## src/rtl/led_stream_pkg.sv

```systemverilog
package led_stream_pkg;

  // strobes from the sequencer to the datapath
  typedef struct packed {
    logic fetchGo;   // begin one SPI byte transfer
    logic loadByte;  // move the prefetched byte into the LED shifter
  } ctlStrobe_t;

  // conditions from the datapath back to the sequencer
  typedef struct packed {
    logic rxDone;    // an SPI byte has just completed
    logic bufValid;  // the prefetch register holds an unsent byte
    logic byteEnd;   // the last cell of the current byte ends this cycle
  } dpStatus_t;

endpackage

```

## src/rtl/led_stream_dp.sv

```systemverilog
module led_stream_dp
  import led_stream_pkg::*;
#(
  parameter int BIT_CYC  = 154,
  parameter int HI1_CYC  = 100,
  parameter int HI0_CYC  = 46,
  parameter int SCK_HALF = 4
) (
  input  logic       clk,
  input  logic       rstN,
  input  logic       miso,
  input  ctlStrobe_t strb,
  output dpStatus_t  stat,
  output logic       sclk,
  output logic       ledOut
);

  localparam int CELL_W = $clog2(BIT_CYC);
  localparam int HALF_W = (SCK_HALF > 1) ? $clog2(SCK_HALF) : 1;
  localparam logic [CELL_W-1:0] CELL_LAST = CELL_W'(BIT_CYC - 1);
  localparam logic [HALF_W-1:0] HALF_LAST = HALF_W'(SCK_HALF - 1);

  // ---------------- SPI byte receiver (mode 0) ----------------
  logic              spiBusy;
  logic              sclkQ;
  logic [HALF_W-1:0] halfCnt;
  logic [2:0]        rxBit;
  logic [7:0]        rxShift;
  logic [7:0]        rxBuf;
  logic              bufValid;
  logic              halfEnd;
  logic              rxDone;

  assign halfEnd = spiBusy && (halfCnt == HALF_LAST);
  assign rxDone  = halfEnd && sclkQ && (rxBit == 3'd7);

  always_ff @(posedge clk or negedge rstN) begin
    if (!rstN) begin
      spiBusy  <= 1'b0;
      sclkQ    <= 1'b0;
      halfCnt  <= '0;
      rxBit    <= '0;
      rxShift  <= '0;
      rxBuf    <= '0;
      bufValid <= 1'b0;
    end else begin
      if (strb.fetchGo) begin
        spiBusy <= 1'b1;
        sclkQ   <= 1'b0;
        halfCnt <= '0;
        rxBit   <= '0;
      end else if (spiBusy) begin
        if (halfEnd) begin
          halfCnt <= '0;
          sclkQ   <= ~sclkQ;
          if (!sclkQ)              rxShift <= {rxShift[6:0], miso};
          else if (rxBit == 3'd7)  spiBusy <= 1'b0;
          else                     rxBit   <= rxBit + 3'd1;
        end else begin
          halfCnt <= halfCnt + 1'b1;
        end
      end
      if (rxDone) begin
        rxBuf    <= rxShift;
        bufValid <= 1'b1;
      end else if (strb.loadByte) begin
        bufValid <= 1'b0;
      end
    end
  end

  // ---------------- LED cell encoder ----------------
  logic              ledActive;
  logic [7:0]        ledShift;
  logic [2:0]        ledBit;
  logic [CELL_W-1:0] cellCnt;
  logic [CELL_W-1:0] hiLen;
  logic              cellEnd;

  assign cellEnd = ledActive && (cellCnt == CELL_LAST);
  assign hiLen   = ledShift[7] ? CELL_W'(HI1_CYC) : CELL_W'(HI0_CYC);

  always_ff @(posedge clk or negedge rstN) begin
    if (!rstN) begin
      ledActive <= 1'b0;
      ledShift  <= '0;
      ledBit    <= '0;
      cellCnt   <= '0;
    end else if (strb.loadByte) begin
      ledActive <= 1'b1;
      ledShift  <= rxBuf;
      ledBit    <= '0;
      cellCnt   <= '0;
    end else if (ledActive) begin
      if (cellEnd) begin
        cellCnt <= '0;
        if (ledBit == 3'd7) begin
          ledActive <= 1'b0;
        end else begin
          ledBit   <= ledBit + 3'd1;
          ledShift <= {ledShift[6:0], 1'b0};
        end
      end else begin
        cellCnt <= cellCnt + 1'b1;
      end
    end
  end

  assign sclk          = sclkQ;
  assign ledOut        = ledActive && (cellCnt < hiLen);
  assign stat.rxDone   = rxDone;
  assign stat.bufValid = bufValid;
  assign stat.byteEnd  = cellEnd && (ledBit == 3'd7);

endmodule

```

## src/rtl/led_stream_ctl.sv

```systemverilog
module led_stream_ctl
  import led_stream_pkg::*;
#(
  parameter int PIX_W     = 8,
  parameter int LATCH_CYC = 5000
) (
  input  logic             clk,
  input  logic             rstN,
  input  logic             frameSyncN,
  input  logic [PIX_W-1:0] pixCount,
  input  dpStatus_t        stat,
  output ctlStrobe_t       strb,
  output logic             ssN
);

  localparam int CNT_W = PIX_W + 2;
  localparam int LAT_W = $clog2(LATCH_CYC + 1);
  localparam logic [LAT_W-1:0] LAT_LAST = LAT_W'(LATCH_CYC - 1);

  typedef enum logic [1:0] {sIdle, sPrime, sRun, sLatch} state_t;

  state_t           state;
  logic [CNT_W-1:0] total, fetched, sent;
  logic [CNT_W-1:0] frameBytes;
  logic [LAT_W-1:0] latCnt;
  logic             startFrame;

  assign frameBytes    = CNT_W'(pixCount) * CNT_W'(3);
  assign startFrame    = (state == sIdle) && !frameSyncN && (pixCount != '0);
  assign strb.loadByte = ((state == sPrime) && stat.bufValid) ||
                         ((state == sRun) && stat.byteEnd && (sent != total));
  assign strb.fetchGo  = startFrame || (strb.loadByte && (fetched != total));

  always_ff @(posedge clk or negedge rstN) begin
    if (!rstN) begin
      state   <= sIdle;
      total   <= '0;
      fetched <= '0;
      sent    <= '0;
      latCnt  <= '0;
      ssN     <= 1'b1;
    end else begin
      if (startFrame) begin
        total   <= frameBytes;
        fetched <= CNT_W'(1);
        sent    <= '0;
        ssN     <= 1'b0;
      end else begin
        if (strb.fetchGo)  fetched <= fetched + 1'b1;
        if (strb.loadByte) sent    <= sent + 1'b1;
        if (stat.rxDone && (fetched == total)) ssN <= 1'b1;
      end

      unique case (state)
        sIdle:  if (startFrame) state <= sPrime;
        sPrime: if (stat.bufValid) state <= sRun;
        sRun:   if (stat.byteEnd && (sent == total)) begin
                  state  <= sLatch;
                  latCnt <= '0;
                end
        sLatch: if (latCnt == LAT_LAST) state <= sIdle;
                else latCnt <= latCnt + 1'b1;
        default: state <= sIdle;
      endcase
    end
  end

endmodule

```

## src/rtl/led_frame_streamer.sv

```systemverilog
module led_frame_streamer
  import led_stream_pkg::*;
#(
  parameter int PIX_W     = 8,
  parameter int BIT_CYC   = 154,
  parameter int HI1_CYC   = 100,
  parameter int HI0_CYC   = 46,
  parameter int SCK_HALF  = 4,
  parameter int LATCH_CYC = 5000
) (
  input  logic             clk,
  input  logic             rstN,
  input  logic             frameSyncN,
  input  logic [PIX_W-1:0] pixCount,
  input  logic             miso,
  output logic             sclk,
  output logic             mosi,
  output logic             ssN,
  output logic             ledOut
);

  ctlStrobe_t strb;
  dpStatus_t  stat;

  led_stream_ctl #(.PIX_W(PIX_W), .LATCH_CYC(LATCH_CYC)) u_ctl (
    .clk(clk), .rstN(rstN), .frameSyncN(frameSyncN), .pixCount(pixCount),
    .stat(stat), .strb(strb), .ssN(ssN)
  );

  led_stream_dp #(.BIT_CYC(BIT_CYC), .HI1_CYC(HI1_CYC), .HI0_CYC(HI0_CYC),
                  .SCK_HALF(SCK_HALF)) u_dp (
    .clk(clk), .rstN(rstN), .miso(miso), .strb(strb), .stat(stat),
    .sclk(sclk), .ledOut(ledOut)
  );

  assign mosi = 1'b0;  // nothing is ever sent to the host

endmodule

```

## config.mk

```make
export PLATFORM = sky130hd
export DESIGN_NAME = led_frame_streamer
export DESIGN_NICKNAME = d
export VERILOG_FILES = /design/src/rtl/led_stream_pkg.sv /design/src/rtl/led_stream_dp.sv /design/src/rtl/led_stream_ctl.sv /design/src/rtl/led_frame_streamer.sv
export SDC_FILE = /design/constraint.sdc
export NUM_CORES = 1
export LEC_CHECK = 0
export ABC_AREA = 1
export CELL_PAD_IN_SITES_DETAIL_PLACEMENT = 1
export CELL_PAD_IN_SITES_GLOBAL_PLACEMENT = 1
export CORE_AREA = 2 2 117 119
export CTS_CLUSTER_SIZE = 12
export DETAILED_ROUTE_END_ITERATION = 12
export DIE_AREA = 0 0 119 121
export PLACE_DENSITY = 0.87
export SYNTH_ARGS = -nofsm -noshare
export SYNTH_HDL_FRONTEND = slang
export SYNTH_SLANG_ARGS = --single-unit
```

## constraint.sdc

```tcl
create_clock -name clk -period 1.8 [get_ports clk]
set_input_delay 0.54 -clock clk [delete_from_list [all_inputs] [get_ports clk]]
set_output_delay 0.54 -clock clk [all_outputs]
set_load 0.02 [all_outputs]
```

==> results of run 1 <==
stage by stage:
| stage | setup WS [ps] | hold slack (ps) | TNS [ps] | total power, mW |
|---|---|---|---|---|
| after floorplan | -44.5 | 244 | -44.5 | 3.76 |
| after global placement | -628 | 461 | -19960 | 4.41 |
| after detailed placement | -757 | 466 | -25990 | 4.61 |
| after CTS | -451 | 248 | -9060 | 7.44 |
| after global routing | -530 | 232 | -23300 | 8.00 |
| final | -450 | 196 | -15730 | 7.64 |
cell type report:
cell class,count,area [sq um]
repair buffers,120,1130
clock buffers,10,239
multi-input cells,513,3070
fillers,1524,5820
inverters,61,236
well taps,176,220
flip-flops and latches,90,2250
clock inverters,6,114
cells in the final DEF (no fill, tap or decap), types with 3 or more instances in the layout:
| cell type | n |
|---|---|
| a21oi_1 | 10 |
| buf_12 | 6 |
| buf_16 | 4 |
| buf_2 | 4 |
| buf_4 | 79 |
| buf_6 | 14 |
| bufinv_16 | 3 |
| clkbuf_16 | 10 |
| dfrtp_1 | 88 |
| dlygate4sd2_1 | 6 |
| ha_1 | 24 |
| ha_4 | 4 |
| inv_1 | 48 |
| inv_2 | 11 |
| nand2_1 | 207 |
| nand2_2 | 5 |
| nand2_4 | 3 |
| nand2_8 | 4 |
| nand3_1 | 54 |
| nand3_2 | 5 |
| nand3b_1 | 6 |
| nand4_1 | 20 |
| nor2_1 | 33 |
| nor2_2 | 5 |
| nor2_4 | 4 |
| nor3_1 | 11 |
| nor4_1 | 3 |
| o211ai_1 | 12 |
| o21ai_0 | 11 |
| o21ai_1 | 13 |
| o31ai_1 | 9 |
| or2_2 | 10 |
| xnor2_1 | 8 |
| xor2_1 | 28 |
worst paths after layout:
path / end / slack (ps) / cells past startpoint / from
hold reg to reg: u_dp.rxBuf[6] / 480 / 2 / u_dp.rxBuf[6]
hold / removal: u_ctl.sent[4] / 200 / 2 / rstN
min in group clk: u_dp.rxBuf[6] / 480 / 2 / u_dp.rxBuf[6]
setup reg to reg: u_dp.ledBit[0] / -360 / 13 / u_dp.cellCnt[1]
setup / recovery: ledOut / -450 / 6 / u_dp.cellCnt[3]
max in group asynchronous: u_ctl.total[8] / 1160 / 2 / rstN
flip-flops by register name (all words and copies together) (netlist names), 3 cells and up:
register       cells
u_ctl.latCnt      13
u_ctl.fetched     10
u_ctl.sent        10
u_ctl.total       10
u_dp.cellCnt       8
u_dp.ledShift      8
u_dp.rxBuf         8
u_dp.rxShift       8
u_dp.ledBit        3
u_dp.rxBit         3
timing repair:
action	CTS	global route
gates resized for setup	78	32
pin swaps	27	14
setup buffers	16	8
cloned	7	3
setup endpoints to repair	84	76
power by group through the flow:
stage	combinational (mW)	sequential (mW)	clock (mW)
global placement	1.83	2.58	0
detailed placement	2.01	2.60	0
finish	2.77	2.60	2.26
global route	3.01	2.63	2.36
floorplan	1.21	2.55	0
CTS	2.58	2.57	2.28
synthesized netlist by cell type (11+ instances only):
| cell type | count |
|---|---|
| clkbuf_1 | 12 |
| dfrtp_1 | 89 |
| ha_1 | 30 |
| inv_1 | 58 |
| nand2_1 | 212 |
| nand3_1 | 57 |
| nand4_1 | 20 |
| nor2_1 | 39 |
| nor3_1 | 11 |
| o211ai_1 | 12 |
| o21ai_0 | 23 |
| xor2_1 | 29 |
worst max-delay path, stage by stage, from the launching register on:
cell      delay, ps
dfrtp_1         390
ha_1            310
o211ai_1        110
nand2_1          80
and3_4          150
nor4_4          130
buf_4           180
cells by family after synthesis:
| logic type | count (synthesis) | share of synthesized area [%] |
|---|---|---|
| simple gates | 374 | 30.5 |
| flops | 90 | 41.4 |
| buf+inv | 84 | 6.87 |
| compound gates | 67 | 7.77 |
| xor+xnor | 37 | 5.96 |
| fa+ha+maj | 31 | 7.27 |
| other cells | 1 | 0.0689 |
| mux | 1 | 0.184 |
layer usage:
layer / vias up / track usage [%] / share of wire, %
met5: - / 0 / 0
met4: 0 / 10.1 / 3.5
met3: 52 / 5.17 / 2.8
met2: 95 / 46.3 / 54
met1: 2703 / 28.5 / 39
li1: 2460 / - / -
==> flow_summary.ini, run 1 <==
[sta]
finalMaxSlewViolations = 0
finalCritPeriodShare_pct = 125
rsz0062_at_grt = yes
skew_ps = 8.74
max_freq_mhz = 444
worst_slack_ps = -450
finalSetupViolations = 73
hold_viol_final = 0
worst_slew_pin_slew_ps = 527
relSlewSlack_pct = 64.5
fin_crit_ps = 2250

[clocking]
cts_buffer_depth = 2
clock_sinks = 90
clkLatencyLatePin_ps = 360
cts_tree = built
cts_made_buffers = 9
htreeDepth = 3
cts-root-buf = clkbuf_16
clk_pin_slew_worst_paths_ps = 70
postCtsHoldBufs = 0

[worst_setup_path]
criticalPathCategory = reg2out
critPathArrivalTime_ps = 1710
end_kind = output port
startpoint_type = register
crit_fanout = 2
required_ps = 1260

[placed_design]
port_buffers = 14
place_inst = 926
dpl.hpwl_um = 10600
gp_routability_congestion = 0.847
placed_area_sq_um = 6280

[power]
p_sw_share_pct = 35.4
p_int_mw = 4.93
power_frac_seq_pct = 34.1
clock_power_share_pct = 29.6
p_leak_nw = 3.60
p_per_area_nw_per_um2 = 1050
combPwrFrac_pct = 36.3
ir_worst_vdd_mv = 0.650
power_switching_mw = 2.71

[synthesis]
synth_edf_count = 0
ys_seq_area_share_pct = 41.4
yosys.area.top_type = dfrtp_1
synth-main-ff-cell = dfrtp_1
synthCells = 685
syn_nets = 728
synthDominantCellAreaShare_pct = 40.9
yosysWarningCount = 0
synth_area_per_cell_sq_um = 7.94
yosysUniqueCellTypes = 44
synthTopCellsByArea = dfrtp_1 41%, nand2_1 15%, ha_1 6.9%
syn_area_sq_um = 5440
async_reset_ff_share_pct = 100
ys_seq_elements = 90

[global_route]
grt_max_degree = 91
grt_overflow = 0
grt_pass1_vias = 5741
antenna_found_initial = 0
track_usage_pct = 25.2
grt_pass1_wl_um = 28700

[die]
die_area_sq_um = 14400
fp.dieH_um = 121
rows = 42
core-area_sq_um = 13100
start_util_pct = 41.6
dieWidth_um = 119
io_pins = 16

[job]
drv_cap = 0

[routing]
post_drt_wl_per_cell_um = 19.0
first_pass_iters = 4
drt-initial-drc-count = 267
vias = 5310
drc = 0
ant_nets = 0
wl_um = 18500
vias_per_cell = 5.44

[run_status]
violations = setup timing
status = complete, but fails checks

[final_layout]
fin_util_pct = 55.5
nets = 838
area_growth_pct = 33.5
layout-drive-gt1-share_pct = 24.3
n_antenna_cell = 0
fin_area_sq_um = 7260
fin_cells = 976

[worst_hold_path]
min_path_type = in2async
No activity file was read; power rests on OpenSTA's default activity.
==> run 2: changes to the inputs <==
--- a/config.mk
+++ b/config.mk
@@ -13,6 +13,7 @@
 export DETAILED_ROUTE_END_ITERATION = 12
 export DIE_AREA = 0 0 119 121
 export PLACE_DENSITY = 0.87
+export SLEW_MARGIN = 0
 export SYNTH_ARGS = -nofsm -noshare
 export SYNTH_HDL_FRONTEND = slang
 export SYNTH_SLANG_ARGS = --single-unit
==> results of run 2 <==
No change in the layout: final DEF, timing and power equal those of run 1.
